`config.mk`:
```
export PLATFORM = sky130hd
export DESIGN_NAME = mbx_engine
export DESIGN_NICKNAME = d
export VERILOG_FILES = /design/src/rtl/mbx_pkg.sv /design/src/rtl/mbx_addr.sv /design/src/rtl/mbx_buf.sv /design/src/rtl/mbx_ctrl.sv /design/src/rtl/mbx_engine.sv
export SDC_FILE = /design/constraint.sdc
export NUM_CORES = 1
export LEC_CHECK = 0
export BUFFER_PORTS_ARGS = -buffer_cell sky130_fd_sc_hd__clkbuf_2
export CAP_MARGIN = 20
export CORE_AREA = 8 8 417 419
export DETAILED_ROUTE_END_ITERATION = 10
export DIE_AREA = 0 0 425 427
export PLACE_DENSITY_LB_ADDON = 0.12
export SETUP_SLACK_MARGIN = 0.2
export SLEW_MARGIN = 0
export SYNTH_ARGS = -nofsm -noshare
export SYNTH_HDL_FRONTEND = slang
export SYNTH_SLANG_ARGS = --single-unit
export TNS_END_PERCENT = 10
```
`constraint.sdc`:
```
create_clock -name clk -period 9.39 [get_ports clk]
set_input_delay 1.878 -clock clk [delete_from_list [all_inputs] [get_ports clk]]
set_output_delay 1.878 -clock clk [all_outputs]
set_load 0.01 [all_outputs]
```
`src/rtl/mbx_pkg.sv`:
```
package mbx_pkg;
  typedef enum logic [2:0] {
    RG_SMAX, RG_SST, RG_SSLOT, RG_RST, RG_RSLOT
  } rgn_t;

  typedef enum logic [2:0] {
    RS_UNUSED = 3'd0, RS_WAIT = 3'd1, RS_SENT = 3'd2,
    RS_DONE = 3'd3, RS_UNSOL = 3'd6
  } req_st_t;

  typedef enum logic [3:0] {
    ST_IDLE, ST_RMAX, ST_SCHK, ST_SWR, ST_POST, ST_SPOLL, ST_SRD,
    ST_SCLR, ST_SREP, ST_RCHK, ST_RRD, ST_ROUT, ST_RREP, ST_RWR, ST_RACK
  } fsm_t;

  localparam logic [7:0] CS_FREE = 8'd0;
  localparam logic [7:0] CS_POSTED = 8'd1;
  localparam logic [7:0] CS_TAKEN = 8'd2;
  localparam logic [7:0] CS_FINISHED = 8'd3;
endpackage

```
`src/rtl/mbx_addr.sv`:
```
module mbx_addr
  import mbx_pkg::*;
#(
  parameter int NCH = 7,
  parameter int BYTES = 32,
  parameter int ADDR_W = 16,
  parameter int SEND_BASE = 'h200,
  parameter int RECV_BASE = 'h300,
  parameter int SLOT_OFS = 32,
  parameter int CH_W = $clog2(NCH),
  parameter int IW = $clog2(BYTES) + 1
) (
  input  rgn_t              region,
  input  logic [CH_W-1:0]   chan,
  input  logic [IW-1:0]     idx,
  output logic [ADDR_W-1:0] addr
);
  localparam logic [ADDR_W-1:0] SB = ADDR_W'(SEND_BASE);
  localparam logic [ADDR_W-1:0] RB = ADDR_W'(RECV_BASE);

  logic [ADDR_W-1:0] base, slot;

  always_comb begin
    base = (region == RG_RST || region == RG_RSLOT) ? RB : SB;
    slot = base + ADDR_W'(SLOT_OFS) + ADDR_W'(chan) * ADDR_W'(BYTES) + ADDR_W'(idx);
    case (region)
      RG_SST, RG_RST:     addr = base + ADDR_W'(1) + ADDR_W'(chan);
      RG_SSLOT, RG_RSLOT: addr = slot;
      default:            addr = base;
    endcase
  end
endmodule

```
`src/rtl/mbx_buf.sv`:
```
module mbx_buf #(
  parameter int BYTES = 32,
  parameter int BW = $clog2(BYTES)
) (
  input  logic               clk,
  input  logic               rst_n,
  input  logic               load,
  input  logic [BYTES*8-1:0] load_data,
  input  logic               wr_en,
  input  logic [BW-1:0]      wr_idx,
  input  logic [7:0]         wr_byte,
  input  logic [BW-1:0]      rd_idx,
  output logic [7:0]         rd_byte,
  output logic [BYTES*8-1:0] data
);
  for (genvar g = 0; g < BYTES; g++) begin : g_byte
    logic [7:0] b_q;
    always_ff @(posedge clk or negedge rst_n) begin
      if (!rst_n)                             b_q <= '0;
      else if (load)                          b_q <= load_data[8*g +: 8];
      else if (wr_en && wr_idx == BW'(g))     b_q <= wr_byte;
    end
    assign data[8*g +: 8] = b_q;
  end

  assign rd_byte = data[8*rd_idx +: 8];
endmodule

```
`src/rtl/mbx_ctrl.sv`:
```
module mbx_ctrl
  import mbx_pkg::*;
#(
  parameter int NCH = 7,
  parameter int BYTES = 32,
  parameter int CH_W = $clog2(NCH),
  parameter int IW = $clog2(BYTES) + 1
) (
  input  logic            clk,
  input  logic            rst_n,
  input  logic            snd_valid,
  input  logic [CH_W-1:0] snd_chan,
  output logic            snd_ready,
  output logic            snd_err,
  output logic            rep_valid,
  input  logic            rep_ready,
  output logic            rx_valid,
  input  logic            rx_ready,
  input  logic            rxr_valid,
  output logic            rxr_ready,
  output logic            doorbell,
  output logic [2:0]      status,
  output logic [CH_W-1:0] cur_ch,
  output rgn_t            region,
  output logic [CH_W-1:0] ach,
  output logic [IW-1:0]   idx,
  output logic            mem_en,
  output logic            mem_we,
  output logic            use_buf,
  output logic [7:0]      code,
  input  logic [7:0]      mem_rdata,
  output logic            buf_load,
  output logic            load_sel,
  output logic            cap_en,
  output logic [IW-2:0]   cap_idx
);
  localparam logic [IW-1:0] LAST = IW'(BYTES - 1);
  localparam logic [IW-1:0] ENDI = IW'(BYTES);

  fsm_t st, nxt;
  logic [IW-1:0] idx_n;
  logic [CH_W-1:0] cur_n, scan_ch, scan_n;
  logic rvalid;
  req_st_t rs;

  always_ff @(posedge clk or negedge rst_n) begin
    if (!rst_n) begin
      st <= ST_IDLE; idx <= '0; cur_ch <= '0; scan_ch <= '0; rvalid <= 1'b0;
    end else begin
      st <= nxt; idx <= idx_n; cur_ch <= cur_n; scan_ch <= scan_n;
      rvalid <= mem_en & ~mem_we;
    end
  end

  function automatic logic [CH_W-1:0] nxt_ch(input logic [CH_W-1:0] c);
    return (c == CH_W'(NCH - 1)) ? '0 : c + CH_W'(1);
  endfunction

  always_comb begin
    nxt = st; idx_n = idx; cur_n = cur_ch; scan_n = scan_ch;
    region = RG_SMAX; ach = cur_ch; mem_en = 1'b0; mem_we = 1'b0;
    use_buf = 1'b0; code = CS_FREE; buf_load = 1'b0; load_sel = 1'b0;
    cap_en = 1'b0; cap_idx = '0; snd_ready = 1'b0; snd_err = 1'b0;
    rep_valid = 1'b0; rx_valid = 1'b0; rxr_ready = 1'b0; doorbell = 1'b0;
    rs = RS_UNUSED;
    case (st)
      ST_IDLE: begin
        mem_en = 1'b1;
        if (snd_valid) begin
          region = RG_SMAX; nxt = ST_RMAX;
        end else begin
          region = RG_RST; ach = scan_ch; nxt = ST_RCHK;
        end
      end
      ST_RMAX: begin
        snd_ready = 1'b1;
        if ({{(8-CH_W){1'b0}}, snd_chan} >= mem_rdata || snd_chan >= CH_W'(NCH)) begin
          snd_err = 1'b1; nxt = ST_IDLE;
        end else begin
          buf_load = 1'b1; cur_n = snd_chan;
          mem_en = 1'b1; region = RG_SST; ach = snd_chan; nxt = ST_SCHK;
        end
      end
      ST_SCHK: begin
        rs = RS_WAIT; region = RG_SST;
        if (rvalid && mem_rdata == CS_FREE) begin
          nxt = ST_SWR; idx_n = '0;
        end else mem_en = 1'b1;
      end
      ST_SWR, ST_RWR: begin
        rs = (st == ST_SWR) ? RS_SENT : RS_UNSOL;
        region = (st == ST_SWR) ? RG_SSLOT : RG_RSLOT;
        mem_en = 1'b1; mem_we = 1'b1; use_buf = 1'b1;
        if (idx == LAST) begin
          idx_n = '0; nxt = (st == ST_SWR) ? ST_POST : ST_RACK;
        end else idx_n = idx + IW'(1);
      end
      ST_POST: begin
        rs = RS_SENT; region = RG_SST; mem_en = 1'b1; mem_we = 1'b1;
        code = CS_POSTED; doorbell = 1'b1; nxt = ST_SPOLL;
      end
      ST_SPOLL: begin
        rs = RS_SENT; region = RG_SST; mem_en = 1'b1;
        if (rvalid && mem_rdata == CS_FINISHED) begin
          nxt = ST_SRD; idx_n = '0;
        end
      end
      ST_SRD, ST_RRD: begin
        rs = (st == ST_SRD) ? RS_SENT : RS_UNSOL;
        region = (st == ST_SRD) ? RG_SSLOT : RG_RSLOT;
        mem_en = (idx != ENDI);
        if (idx != '0) begin
          cap_en = 1'b1; cap_idx = (IW-1)'(idx - IW'(1));
        end
        if (idx == ENDI) begin
          idx_n = '0; nxt = (st == ST_SRD) ? ST_SCLR : ST_ROUT;
        end else idx_n = idx + IW'(1);
      end
      ST_SCLR: begin
        rs = RS_SENT; region = RG_SST; mem_en = 1'b1; mem_we = 1'b1;
        code = CS_FREE; nxt = ST_SREP;
      end
      ST_SREP: begin
        rs = RS_DONE; rep_valid = 1'b1;
        if (rep_ready) nxt = ST_IDLE;
      end
      ST_RCHK: begin
        if (rvalid && mem_rdata == CS_POSTED) begin
          rs = RS_UNSOL; region = RG_RST; ach = scan_ch; mem_en = 1'b1;
          mem_we = 1'b1; code = CS_TAKEN; cur_n = scan_ch;
          idx_n = '0; nxt = ST_RRD;
        end else begin
          scan_n = nxt_ch(scan_ch); nxt = ST_IDLE;
        end
      end
      ST_ROUT: begin
        rs = RS_UNSOL; rx_valid = 1'b1;
        if (rx_ready) nxt = ST_RREP;
      end
      ST_RREP: begin
        rs = RS_UNSOL; rxr_ready = 1'b1;
        if (rxr_valid) begin
          buf_load = 1'b1; load_sel = 1'b1; idx_n = '0; nxt = ST_RWR;
        end
      end
      ST_RACK: begin
        rs = RS_UNSOL; region = RG_RST; mem_en = 1'b1; mem_we = 1'b1;
        code = CS_FINISHED; scan_n = nxt_ch(cur_ch); nxt = ST_IDLE;
      end
      default: nxt = ST_IDLE;
    endcase
    status = rs;
  end

  AST_BELL_SINGLE: assert property (@(posedge clk) disable iff (!rst_n)
    doorbell |=> !doorbell);
  AST_ERR_ON_ACCEPT: assert property (@(posedge clk) disable iff (!rst_n)
    snd_err |-> snd_ready && !rep_valid);
  AST_ONE_HANDSHAKE: assert property (@(posedge clk) disable iff (!rst_n)
    $onehot0({rep_valid, rx_valid, rxr_ready, snd_ready}));
endmodule

```
`src/rtl/mbx_engine.sv`:
```
module mbx_engine
  import mbx_pkg::*;
#(
  parameter int NCH = 7,
  parameter int BYTES = 32,
  parameter int ADDR_W = 16,
  parameter int SEND_BASE = 'h200,
  parameter int RECV_BASE = 'h300,
  parameter int SLOT_OFS = 32,
  localparam int CH_W = $clog2(NCH),
  localparam int DW = BYTES * 8,
  localparam int IW = $clog2(BYTES) + 1
) (
  input  logic              clk,
  input  logic              rst_n,
  input  logic              snd_valid,
  output logic              snd_ready,
  input  logic [CH_W-1:0]   snd_chan,
  input  logic [DW-1:0]     snd_data,
  output logic              snd_err,
  output logic              rep_valid,
  input  logic              rep_ready,
  output logic [CH_W-1:0]   rep_chan,
  output logic [DW-1:0]     rep_data,
  output logic              rx_valid,
  input  logic              rx_ready,
  output logic [CH_W-1:0]   rx_chan,
  output logic [DW-1:0]     rx_data,
  input  logic              rxr_valid,
  output logic              rxr_ready,
  input  logic [DW-1:0]     rxr_data,
  output logic              doorbell,
  output logic [2:0]        req_status,
  output logic              mem_en,
  output logic              mem_we,
  output logic [ADDR_W-1:0] mem_addr,
  output logic [7:0]        mem_wdata,
  input  logic [7:0]        mem_rdata
);
  rgn_t region;
  logic [CH_W-1:0] ach, cur_ch;
  logic [IW-1:0] idx;
  logic [IW-2:0] cap_idx;
  logic use_buf, buf_load, load_sel, cap_en;
  logic [7:0] code, buf_byte;
  logic [DW-1:0] buf_data;

  mbx_ctrl #(.NCH(NCH), .BYTES(BYTES)) ctrl_i (
    .clk, .rst_n, .snd_valid, .snd_chan, .snd_ready, .snd_err,
    .rep_valid, .rep_ready, .rx_valid, .rx_ready, .rxr_valid, .rxr_ready,
    .doorbell, .status(req_status), .cur_ch, .region, .ach, .idx,
    .mem_en, .mem_we, .use_buf, .code, .mem_rdata, .buf_load, .load_sel,
    .cap_en, .cap_idx
  );

  mbx_addr #(.NCH(NCH), .BYTES(BYTES), .ADDR_W(ADDR_W), .SEND_BASE(SEND_BASE),
             .RECV_BASE(RECV_BASE), .SLOT_OFS(SLOT_OFS)) addr_i (
    .region, .chan(ach), .idx, .addr(mem_addr)
  );

  mbx_buf #(.BYTES(BYTES)) buf_i (
    .clk, .rst_n, .load(buf_load), .load_data(load_sel ? rxr_data : snd_data),
    .wr_en(cap_en), .wr_idx(cap_idx), .wr_byte(mem_rdata),
    .rd_idx(idx[IW-2:0]), .rd_byte(buf_byte), .data(buf_data)
  );

  assign mem_wdata = use_buf ? buf_byte : code;
  assign rep_chan  = cur_ch;
  assign rx_chan   = cur_ch;
  assign rep_data  = buf_data;
  assign rx_data   = buf_data;

  AST_REPLY_HOLD: assert property (@(posedge clk) disable iff (!rst_n)
    rep_valid && !rep_ready |=> rep_valid && $stable(rep_data) && $stable(rep_chan));
  AST_RXMSG_HOLD: assert property (@(posedge clk) disable iff (!rst_n)
    rx_valid && !rx_ready |=> rx_valid && $stable(rx_data) && $stable(rx_chan));
  AST_STATE_CODE: assert property (@(posedge clk) disable iff (!rst_n)
    mem_en && mem_we && (region == RG_SST || region == RG_RST) |-> mem_wdata <= 8'd3);
  AST_NO_WRITE_IDLE: assert property (@(posedge clk) disable iff (!rst_n)
    rep_valid || rx_valid |-> !mem_en);
endmodule

```
Word-level counts from Yosys, hierarchy flattened:

Cells that the tools add are included.

* bits of input ports: 529
* bits in latches: 0
* memories: 0
* RAM bits: 0
* bits in read-only memories: 0
* flip-flop bits (word level): 273
* word-level logic and storage cells: 333

* equal/unequal tests: 65
* muxes and demuxes: 129
* shifts and indexed selects: 1
* add/sub/neg operators: 9
* bitwise logic cells: 2
* div/mod/pow operators: 0
* reductions and logical operators: 88
* $lt $le $gt $ge: 2
* multiply operators: 0

Operators with widths (count)
* $mux 8: 65
* $mux 256: 1
* $shiftx 256x9->8: 1
* $eq 5x5->1 const B: 16
* $reduce_bool 2->1: 34
* $pmux 4 s12: 1
* $mux 4: 11
* $pmux 3 s7: 2
* $eq 5x4->1 const B: 8
* $mux 6: 6
* $pmux 6 s6: 1
* $logic_and 1x1->1: 35
* $mux 3: 11
* $pmux 16 s2: 1
* $eq 4x4->1 const B: 7
* $pmux 8 s3: 1
* $eq 5x3->1 const B: 4
* $add 16x1->16 const B: 1
* $add 16x3->16: 1
* $add 16x6->16: 1
* $add 16x6->16 const B: 1
* $add 16x8->16: 1
* $eq 4x3->1 const B: 4
* $mux 1: 16
* other kinds (41): 66

Depth between registers and ports, before layout:

* depth after elaboration: 11
* mapped depth: 15
* gate-level depth less buffers: 14

Modules after synthesis:

From an unflattened synthesis, not the netlist that was laid out.

* cell total of the unflattened synthesis: 2459
* area, all modules: 21873.5 µm²

Modules (own cells, without submodules)
* mbx_buf: area an instance 14515.2 µm², cells each 1615, seq. area each 6406.1 µm², instances 1
* mbx_engine: area an instance 5227.5 µm², cells each 552, seq. area each 0.0 µm², instances 1
* mbx_ctrl: area an instance 1829.3 µm², cells each 247, seq. area each 425.4 µm², instances 1
* mbx_addr: area an instance 301.5 µm², cells each 45, seq. area each 0.0 µm², instances 1

Worst setup path before layout:

OpenSTA, ideal clock, no wires.

* kind: input-to-output
* start: in mem_rdata[1]
* end: out mem_addr[8]
* setup slack: 2.745 ns
* cell stages on the path: 15
* buffers on the path: 2
* data arrival time: 4.767 ns
* path through: clkbuf_1 -> clkbuf_1 -> inv_1 -> ha_1 -> a211oi_1 -> nor2_1 -> o221a_2 -> o22ai_1 -> ha_1 -> inv_1 -> ha_1 -> ha_1 -> ha_1 -> nand2_1 -> nand2_1

* cells in the longest elaborated chain, start to end: 11
* elaborated cells between the ends (all ways): 24
* those cells by class: 5 x add/sub; 1 x order compare; 5 x eq/ne; 8 x mux; 5 x reduce/logical

Ends and longest elaborated chain
* start: declaration: line mbx_engine.sv:38 `input logic [7:0] mem_rdata`
* $ge 3x8->1 or $eq 8x1->1 (tied branches): line mbx_ctrl.sv:77, mbx_ctrl.sv:128
* $logic_or 1x1->1 or $logic_and 1x1->1 (tied branches): line mbx_ctrl.sv:77, mbx_ctrl.sv:128
* $mux 1 or $mux 2 (tied branches): line mbx_ctrl.sv:77, mbx_ctrl.sv:128
* $pmux 3 s7: line mbx_ctrl.sv:66 `case (st)`
* $eq 3x2->1 or $eq 3x3->1 (tied branches): line mbx_addr.sv:24, mbx_addr.sv:26
* $logic_or 1x1->1: line mbx_addr.sv:24 `base = (region == RG_RST || region == RG_RSLOT) ? RB : SB;`
* $mux 9: line mbx_addr.sv:24
* $add 16x6->16: line mbx_addr.sv:25 `slot = base + ADDR_W'(SLOT_OFS) + ADDR_W'(chan) * ADDR_W'(BYTES) + ADDR_W'(idx);`
* $add 16x8->16: line mbx_addr.sv:25
* $add 16x6->16: line mbx_addr.sv:25
* $pmux 16 s2 *: line mbx_addr.sv:26 `case (region)`
* end: declaration: line mbx_engine.sv:36 `output logic [ADDR_W-1:0] mem_addr,`

Every way passes the cells marked *; elsewhere a longest branch is shown, timed or not.

Final worst setup path:

* start: in mem_rdata[7]
* end: out mem_addr[8]

Same word-level chain as after synthesis.

==> impl_summary.md <==
Run status
The run finished with clean final reports.

Min path
The worst hold path begins at buf_i.g_byte[6].b_q[4]$_DFFE_PN0P_. The cell depth of the worst hold path is 2. The min-delay analysis places its worst path in the category register to register.

The end of the worst hold path is buf_i.g_byte[6].b_q[4]$_DFFE_PN0P_.

STA
The max-slew violation count is 0. The worst-case clock skew is 30.26 ps. The worst-case headroom to the max-slew limit is 0.2266. Derived from the worst setup path, the maximum achievable clock frequency is 138.1 MHz. Dividing the final minimum period by the clock period gives 0.7709. Setup repair after global routing left no endpoint under its margin.

Final hold analysis gives a worst-case slack of 618.8 ps. In the final timing run, aggregate negative setup slack is 0 ps. The number of failing hold endpoints at the final stage is 0. Counting I/O delays and the setup requirement, the final critical path takes 7239 ps. At the pin with the least slew margin, the transition time is 1160 ps. Setup violations remaining at the end of the flow were counted as 0.

Pwr
Cell internal power was estimated by the tool at 4.979 mW. The worst-case vdd ir drop is 0.2249 mV. The proportion of power drawn by the clock network is 0.158.

Of the total power, the share spent switching nets is 0.5339. The static leakage power is 14.31 nW. Power comes to 10.68 mW. The proportion of power drawn by combinational gates is 0.548. The net switching power is 5.703 mW. The power density normalized to cell area is 378.6 nW/um2. The part of the power in registers is 0.294.

Synthesis
For this run, the number of Yosys warnings is 0. The number of instances in the synthesized netlist is 2233. The mean area per synthesized cell is 9.336 um2.

Ranked by total cell area, the synthesized netlist is headed by sky130_fd_sc_hd__dfrtp_1 (33%), sky130_fd_sc_hd__mux2i_1 (13%), sky130_fd_sc_hd__buf_4 (9.9%). Of the total synthesized cell area, the portion taken by XOR and XNOR cells is 0.002881. The area share of the largest cell type after synthesis is 0.3277. After synthesis the cells add up to 20850 um2. The synthesized netlist contains 84 unique library cells. The share of the synthesized area in compound gates (AO/OA/AOI/OAI) is 0.1436. The synthesized design contains 273 register bits. By count the netlist is led by sky130_fd_sc_hd__nand2_1 (336), sky130_fd_sc_hd__mux2i_1 (281), sky130_fd_sc_hd__buf_4 (276). Of the synthesized area, sequential elements account for 0.3277.

The number of flops mapped to enable cells by yosys is 0. The multiplexer area fraction after synthesis is 0.2132. Among all flip-flop cells after synthesis, the most frequent one is sky130_fd_sc_hd__dfrtp_1. Counting flops with an async set or reset pin after synthesis yields a share of 1.000. Summed over all instances, the cell type with the most area after synthesis is sky130_fd_sc_hd__dfrtp_1.

Of the total synthesized cell area, the portion taken by full adders, half adders and majority gates is 0.006602. The cell with the most instances after synthesis is sky130_fd_sc_hd__nand2_1. The post-synthesis simple-gate area fraction is 0.1666. The main combinational cell family by area after synthesis is multiplexers.

Detailed routing
The total length of routed wires is 174800 um. The first-pass detailed-route iteration total is 6. The number of violations reported at the end of detailed-routing iteration 0 is 1339. For this block, the via count after detailed routing is 21240.

After detailed routing, the number of vias per cell comes to 4.059. The remaining antenna violation count after routing is 0. Dividing the detail-routed wire length by the instance count gives 33.41 um. The final routed DRC violation total is 0.

CTS
TritonCTS built the clock tree. The number of gates given a new drive strength after cts is 0. The clock tree synthesis step divided the H-tree into 2 levels. The library cell used as clock root buffer is sky130_fd_sc_hd__clkbuf_16. The number of sinks handled by clock tree synthesis is 273.

The number of buffers created by CTS is 44. The insertion delay to the later sink of the worst-skew pair is 610 ps. After clock tree synthesis, the clock-pin slew on the worst setup and hold paths is 60 ps.

The maximum buffer depth of the clock tree is 3. After clock tree synthesis, the setup repair step added 0 buffers. The number of hold-repair buffers added at the cts stage is 0.

Worst setup path
STA classifies the critical path endpoint as a primary output. Of all nets on the critical path, the largest fanout is 21. The endpoint identified for the worst register-to-register timing path is buf_i.g_byte[27].b_q[4]$_DFFE_PN0P_. For flop-to-flop paths, the worst setup slack is 3910 ps.

The startpoint identified for the worst register-to-register timing path is ctrl_i.idx[0]$_DFFE_PN0P_. The class of the most critical setup path is input pin to primary output. The arrival time at the worst endpoint is 5360 ps. The worst reg2reg path depth is 9. For the worst setup path, the data required time is 7510 ps. The worst setup path is launched from an input pin.

Floorplan
For this configuration, the core starts out at a cell density of 0.1243. In this run the horizontal extent of the chip is 425 um. The core region is 167800 um2. The die height is 427 um. The number of primary I/O pins is 1082. The number of standard-cell rows in the floorplan is 151. The floorplan die area is 181500 um2.

Global route
The initial antenna violation count is 64. The via count of the first global-routing pass is 22040. After global routing the overflow that remains totals 0. Entering global routing, the biggest net connects 125 pins. The wire length of the first global-routing pass is 222700 um. In the global route stage, overall resource usage came out at 0.1818.

Place
The final weighted congestion of routability-driven global placement is 0.8139. Counting tap cells, the placed design contains a total of 5133 instances. During placement, the flow inserted port buffers numbering 1076. After legalization and detailed placement, the total HPWL measured 138800 um.

Final layout
The signed area change from the synthesized netlist to the final layout is 35.34%. The post-route core utilization is 0.1682. The count of cells in the finished layout, fillers not included, comes to 5232. The layout cell share with drive strength beyond 1 is 0.4579. For this run, the post-layout net count is 3502.

Flow run
The tool flagged a number of max-cap violations equal to 0.
-- flip-flops by register name, indices dropped and copies added (netlist names) --
register and cells:
ctrl_i.idx 6, ctrl_i.rvalid 1, ctrl_i.scan_ch 3, ctrl_i.cur_ch 3
ctrl_i.st 4, buf_i.g_byte.b_q 256
-- routing by layer --
metal	wire length (um)	part of all wire	vias up	global-route usage
li1	-	-	9391	-
met1	70960	0.41	10820	0.2205
met2	88150	0.50	773	0.3176
met3	10700	0.061	212	0.04617
met4	4615	0.026	46	0.05128
met5	405	0.0023	-	0.004299
-- critical path: stages --
cell	delay [ps]
sky130_fd_sc_hd__clkbuf_2	440
sky130_fd_sc_hd__nor4_1	670
sky130_fd_sc_hd__and3_1	530
sky130_fd_sc_hd__mux2_2	260
sky130_fd_sc_hd__nand2_1	90
sky130_fd_sc_hd__o22ai_1	270
sky130_fd_sc_hd__ha_1	200
sky130_fd_sc_hd__inv_1	40
sky130_fd_sc_hd__ha_1	200
sky130_fd_sc_hd__ha_1	200
sky130_fd_sc_hd__ha_1	290
sky130_fd_sc_hd__nand2_1	60
sky130_fd_sc_hd__nand2_1	70
sky130_fd_sc_hd__clkbuf_2	150
-- kinds of logic (layout without fill, tap and decap cells) --
group / count (synthesis) / count (layout)
and+or+nand+nor: 719 / 719
buffers and inverters: 470 / 1225
AOI/OAI and AO/OA: 399 / 399
muxes: 354 / 354
DFF: 273 / 273
adders and majority gates: 11 / 11
xor gates and xnor gates: 6 / 6
other: 1 / 27
-- cell usage in the layout (no fill, tap or decap), types with 5 or more instances in the layout --
cell type                   netlist  routed
sky130_fd_sc_hd__a211oi_1        16      16
sky130_fd_sc_hd__buf_4          276      49
sky130_fd_sc_hd__clkbuf_16        0      44
sky130_fd_sc_hd__o31ai_1          6       6
sky130_fd_sc_hd__o211ai_1         6       6
sky130_fd_sc_hd__o21ai_0         22      21
sky130_fd_sc_hd__and3_1         144     144
sky130_fd_sc_hd__a22oi_1         22      22
sky130_fd_sc_hd__ha_1            11      11
sky130_fd_sc_hd__nor2_1          52      46
sky130_fd_sc_hd__nand2_1        336     335
sky130_fd_sc_hd__nor3_1         117     115
sky130_fd_sc_hd__mux4_2          72      72
sky130_fd_sc_hd__nor2b_1          5       5
sky130_fd_sc_hd__or3_1            5       5
sky130_fd_sc_hd__clkinv_2         0       8
sky130_fd_sc_hd__dfrtp_1        273     270
sky130_fd_sc_hd__clkbuf_1       104       7
sky130_fd_sc_hd__clkbuf_2         3    1075
sky130_fd_sc_hd__nand2b_1         7       7
sky130_fd_sc_hd__nand3_1         10      10
sky130_fd_sc_hd__a21oi_1        170     170
sky130_fd_sc_hd__nor3_2           4       5
sky130_fd_sc_hd__a221oi_2        39      39
sky130_fd_sc_hd__and2_1           7       6
sky130_fd_sc_hd__conb_1           1       5
sky130_fd_sc_hd__mux2i_1        281     281
sky130_fd_sc_hd__o21ai_2          6       6
sky130_fd_sc_hd__a31oi_1          9       9
sky130_fd_sc_hd__buf_12           0       5
sky130_fd_sc_hd__nor2_2           4       7
sky130_fd_sc_hd__inv_1           15      15
sky130_fd_sc_hd__a221oi_1        58      58
sky130_fd_sc_hd__clkbuf_8         0       8
sky130_fd_sc_hd__diode_2          0      22
-- power groups by stage --
stage | combinational (mW) | sequential (mW) | clock, mW
final | 5.85 | 3.14 | 1.69
after global routing | 6.33 | 3.20 | 1.81
after CTS | 6.03 | 3.19 | 1.77
after detailed placement | 6.01 | 3.20 | 0
after global placement | 6.03 | 3.20 | 0
after floorplan | 3.67 | 2.48 | 0
-- cell type report --
cell class	instances	area, um2
multi-input combinational	1494	11200
clock inverter	17	166.4
tap	2218	2775
sequential	273	6840
antenna	22	55.05
clock buffer	59	1237
inverter	18	67.56
fill	19150	139600
timing repair buffer	1131	5868
-- through the flow --
| step | setup slack [ps] | cell area (um2) |
|---|---|---|
| finish | 2151 | 28210 |
| CTS | 1814 | 28140 |
| floorplan | 2745 | 20860 |
| global route | 1916 | 28170 |
| detailed placement | 1826 | 26740 |
| global placement | 1881 | 26730 |
-- how the worst max path moves through the flow --
| stage | start | endpoint | slack, ps | cells past startpoint |
|---|---|---|---|---|
| detailed placement | mem_rdata[5] | mem_addr[8] | 1830 | 14 |
| global route | mem_rdata[0] | mem_addr[8] | 1920 | 16 |
| global placement | mem_rdata[5] | mem_addr[8] | 1880 | 14 |
| CTS | mem_rdata[5] | mem_addr[8] | 1810 | 14 |
| finish | mem_rdata[7] | mem_addr[8] | 2150 | 14 |
| floorplan | mem_rdata[1] | mem_addr[8] | 2750 | 15 |
No activity file was read; power rests on OpenSTA's default activity.
